[src/rtl/fp8_bf16_widener.sv]
module fp8_bf16_widener #(
  parameter int WORD_W = 64
) (
  input  logic              clk,
  input  logic              rst_n,
  input  logic              in_valid,
  input  logic              fmt_sel,
  input  logic              half_sel,
  input  logic [WORD_W-1:0] src_word,
  output logic              out_valid,
  output logic [WORD_W-1:0] out_word,
  output logic              out_invalid
);
  localparam int HALF_W = WORD_W / 2;
  localparam int LANES  = WORD_W / 16;

  logic [HALF_W-1:0] src_half;
  logic [WORD_W-1:0] conv_word;
  logic [LANES-1:0]  lane_snan;

  assign src_half = half_sel ? src_word[WORD_W-1:HALF_W] : src_word[HALF_W-1:0];

  for (genvar i = 0; i < LANES; i++) begin : g_lane
    logic [7:0]  b;
    logic        s;
    logic [4:0]  e;
    logic [2:0]  m;
    logic        e_max;
    logic [1:0]  lz;
    logic [2:0]  m_norm;
    logic [7:0]  off;
    logic [15:0] res;
    logic        sn;

    assign b      = src_half[8*i +: 8];
    assign s      = b[7];
    assign e      = fmt_sel ? b[6:2] : {1'b0, b[6:3]};
    assign m      = fmt_sel ? {b[1:0], 1'b0} : b[2:0];
    assign e_max  = fmt_sel ? (e == 5'd31) : (e == 5'd15);
    assign off    = fmt_sel ? 8'd112 : 8'd120;
    assign lz     = m[2] ? 2'd1 : (m[1] ? 2'd2 : 2'd3);
    assign m_norm = m << lz;

    always_comb begin
      sn = 1'b0;
      if (e_max) begin
        if (m == 3'd0) begin
          res = {s, 8'hFF, 7'd0};
        end else begin
          res = {s, 8'hFF, 1'b1, m[1:0], 4'd0};
          sn  = ~m[2];
        end
      end else if (e == 5'd0) begin
        if (m == 3'd0) res = {s, 15'd0};
        else           res = {s, off + 8'd1 - {6'd0, lz}, m_norm, 4'd0};
      end else begin
        res = {s, off + {3'd0, e}, m, 4'd0};
      end
    end

    assign conv_word[16*i +: 16] = res;
    assign lane_snan[i]          = sn;
  end

  always_ff @(posedge clk or negedge rst_n) begin
    if (!rst_n) begin
      out_valid   <= 1'b0;
      out_invalid <= 1'b0;
      out_word    <= '0;
    end else begin
      out_valid   <= in_valid;
      out_invalid <= in_valid & (|lane_snan);
      if (in_valid) out_word <= conv_word;
    end
  end

  AST_VALID_FOLLOWS: assert property (@(posedge clk) disable iff (!rst_n)
    in_valid |=> out_valid);
  AST_IDLE_HOLDS: assert property (@(posedge clk) disable iff (!rst_n)
    !in_valid |=> (!out_valid && !out_invalid && $stable(out_word)));
  AST_FLAG_QUALIFIED: assert property (@(posedge clk) disable iff (!rst_n)
    out_invalid |-> out_valid);
  AST_INF_LANE0: assert property (@(posedge clk) disable iff (!rst_n)
    (in_valid && !half_sel && !fmt_sel && src_word[6:0] == 7'h78)
      |=> (out_word[14:0] == 15'h7F80));
  AST_NAN_IS_QUIET: assert property (@(posedge clk) disable iff (!rst_n)
    (out_valid && out_word[14:7] == 8'hFF && out_word[6:0] != 7'd0) |-> out_word[6]);
endmodule

[config.mk]
export PLATFORM = sky130hd
export DESIGN_NAME = fp8_bf16_widener
export DESIGN_NICKNAME = d
export VERILOG_FILES = /design/src/rtl/fp8_bf16_widener.sv
export SDC_FILE = /design/constraint.sdc
export NUM_CORES = 1
export LEC_CHECK = 0
export ABC_AREA = 1
export BUFFER_PORTS_ARGS = -buffer_cell sky130_fd_sc_hd__buf_4
export CORE_UTILIZATION = 26
export DETAILED_ROUTE_END_ITERATION = 16
export GPL_ROUTABILITY_DRIVEN = 1
export MAX_ROUTING_LAYER = met4
export PLACE_DENSITY = 0.6
export SLEW_MARGIN = 5
export SYNTH_ARGS = -nofsm -noshare
export SYNTH_HDL_FRONTEND = slang
export SYNTH_SLANG_ARGS = --single-unit
[constraint.sdc]
create_clock -name clk -period 0.8 [get_ports clk]
set_input_delay 0.08 -clock clk [delete_from_list [all_inputs] [get_ports clk]]
set_output_delay 0.08 -clock clk [all_outputs]
set_load 0.005 [all_outputs]
==> impl_metrics.tcl <==
set metrics [dict create \
    run_status "finished with violations" \
    violations "setup timing" \
    drtAntennaViolNets 0 \
    rows 42 \
    postPlaceCellArea_sq_mm 0.00526 \
    crit_slowest_cell "a21oi_4" \
    die_w_um 119 \
    path_delay_family "simple AND/OR/NAND/NOR gates" \
    hp-class "in -> reg" \
    path_cells "buf_16 > buf_12 > buf_16 > nand2_8 > nand2_4 > a21oi_4 > nand4_4 > nor2_4 > nand2_2 > a21oi_2" \
    start_util_pct 26.7 \
    ys_top_cells_by_count "nand2_1 (169), nand3_1 (53), nor2_1 (52)" \
    grt_pass1_wl_um 21600 \
    antenna_found_initial 0 \
    root_buffer "clkbuf_16" \
    synth_top_area_share_pct 32.5 \
    die_h_um 119 \
    drc 0 \
    leakagePower_nw 3.65 \
    drv_slew 0 \
    end_kind "flop" \
    synthCells 532 \
    finClkSkew_ps 0 \
    detail_route.iter0.violations 182 \
    dieArea_sq_mm 0.0141 \
    yosysWarnings 0 \
    rsz0062_at_grt "true" \
    syn_area_per_cell_sq_um 6.65 \
    max_cap_viol_count 0 \
    synth_ff_type "dfrtp_1" \
    ys_seq_area_share_pct 32.5 \
    drive_gt1_share_pct 60.7 \
    r2r-end "out_word[61]" \
    worst-setup-path-type "in -> reg" \
    io_buffers 118 \
    avgRoutedWirePerCell_um 14.4 \
    viasPerCell 4.59 \
    coreArea_sq_mm 0.0132 \
    r2r_cells 4 \
    synth_edf_count 0 \
    grt_overflow_total 0 \
    ir_drop_mv 0.746 \
    min_from "src_word[63]" \
    hold_viol_final 0 \
    htreeDepth 2 \
    critical_path_buf_inv_count 3 \
    max_freq_mhz 887 \
    hold_path_depth 3 \
    synth.distinct_cells 34 \
    ys_ff_latch 46 \
    r2r_setup_slack_ps -190 \
    post-route-min-period_ps 1130 \
    arrival_ps 1350 \
    synth-async-reset-ratio_pct 100 \
    pre_cts_ws_ps -787 \
    fin_crit_sh_pct 141 \
    clk_pin_slew_ps 70 \
    cts_sinks 46 \
    fillers 1202 \
    startpoint "half_sel" \
    required_ps 1020 \
    nNetsFinal 859 \
    holdPathEnd "out_word[63]" \
    synth.cell_area_sq_mm 0.00354 \
    crit_path_frequent_cell "buf_16" \
    syn_to_final_growth_pct 107 \
    setup_slack_ps -327 \
    yosysTopAreaCell "dfrtp_1" \
    finalInstanceArea_sq_mm 0.00732 \
    setup_viol 90 \
    routabilityCongestion 0.833 \
    numCtsBuffers 5 \
    dp_hpwl_um 9080 \
    cts_tree "built" \
    rr_startpoint "out_word[61]" \
    cts_buffer_depth 2 \
    synth.most_common_cell "nand2_1" \
    antenna_cells 0 \
    cp_max_fo 7 \
    drtPass1Iterations 4 \
    grt_usage_pct 19.8 \
    vias 4406 \
    p_per_area_mw_per_mm2 1330 \
    cpPeakStageDelay_ps 200 \
    grt_pass1_vias 4396 \
    yosys-top-cells-area "dfrtp_1 (33%), nand2_1 (18%), nand3_1 (7.5%), nor2_1 (5.5%), buf_4 (5.1%)" \
    grt_max_degree 22 \
    wl_um 13800 \
    startpoint_type "primary input" \
    clk_latency_ps 290 \
    ios 135 \
]
==> metrics by stage <==
stage | total power [mW] | std cells | utilization [%] | hold slack (ps) | TNS [ps]
6_report | 9.72 | 960 | 55.3 | 51.1 | -15040
5_1_grt | 10.3 | 960 | 55.3 | 79.2 | -19190
4_1_cts | 9.35 | 946 | 51.6 | 58.8 | -14210
3_5_place_dp | 5.77 | 883 | 39.7 | -17.1 | -25760
3_3_place_gp | 5.75 | 883 | 39.7 | -19.7 | -25150
2_1_floorplan | 4.26 | 547 | - | -216 | -14710
==> kinds of logic (layout without fill, tap and decap cells) <==
logic type	count (synthesis)	in the layout	synth area share [%]
compound gates	81	81	13.3
fa+ha+maj	7	7	2.48
buf+inv	91	328	13.8
flops	46	46	32.5
other cells	1	16	0.106
simple gates	306	306	37.9
==> state kept, by name (all words and copies together), names as in the netlist <==
| register | cells |
|---|---|
| out_invalid | 1 |
| out_word | 44 |
| out_valid | 1 |
==> per-layer routing <==
layer / global-route usage [%] / wire [um] / share of wire, % / vias to the layer above
met4: 5.93 / 211 / 1.5 / 0
met3: 2.94 / 683 / 4.9 / 20
li1: - / - / - / 2182
met5: - / 0 / 0 / -
met1: 24.2 / 5810 / 42 / 2060
met2: 33.5 / 7100 / 51 / 144
==> worst min-delay path: stages <==
cell and delay (ps):
buf_4 80, nor2_1 30, o21ai_1 120
==> placed cells by master (no fill, tap or decap), types with 3 or more instances in the layout <==
master     netlist  layout
buf_12           0      12
inv_4            0       3
o21ai_0         25      10
nand2_1        169      97
nor2_2           4      10
buf_4           24     177
nor2_1          52      37
nor2_4           0       9
conb_1           1      16
nand4_4          2       3
a21oi_1         21      14
nand2_4          0      40
nand3_2          2      18
ha_2             0       3
clkbuf_16        0       5
inv_1           43      32
dfrtp_1         46      46
buf_6            4      71
a31oi_1          9       9
nand2_2         14      41
o21ai_2          2      11
or2_2            6       6
a21oi_4          2       3
nand3_1         53      24
buf_16           0       6
a21oi_2          2       8
nand3_4          0      13
inv_2            5      11
nand2_8          0       5
o21ai_1         14      12
o21ai_4          0       8
==> layout make-up <==
| type | count | area (sq um) | share of cell area, % |
|---|---|---|---|
| multi-input combinational | 410 | 2950 | 40.3 |
| timing repair buffer | 270 | 2600 | 35.5 |
| sequential | 46 | 1150 | 15.7 |
| inverter | 49 | 228 | 3.11 |
| tap | 176 | 220 | 3.01 |
| clock buffer | 5 | 125 | 1.71 |
| clock inverter | 3 | 40.0 | 0.547 |
| timing repair inverter | 1 | 8.76 | 0.120 |
==> how the worst max path moves through the flow <==
stage,to,slack [ps],depth (start not counted)
floorplan,out_word[10],-580,14
global placement,out_word[42],-730,13
detailed placement,out_word[58],-790,12
finish,out_word[59],-330,10
global route,out_word[10],-430,13
CTS,out_word[59],-330,9
==> where the power goes <==
group | internal [mW] | total, mW | switching [mW] | leakage, nW
Sequential | 2.62 | 2.83 | 0.214 | 0.537
Clock | 1.47 | 2.44 | 0.974 | 0.0836
Combinational | 2.45 | 4.45 | 2.00 | 3.03
==> timing repair <==
item | in CTS | in global routing
gates resized for setup | 231 | 87
setup endpoints to repair | 90 | 91
endpoints found under the hold margin | 47 | 0
cloned | 7 | 0
pin swaps | 66 | 56
hold buffers | 2 | 0
buffers inserted | 46 | 16
Note: power is estimated with default switching activity, not from simulation.
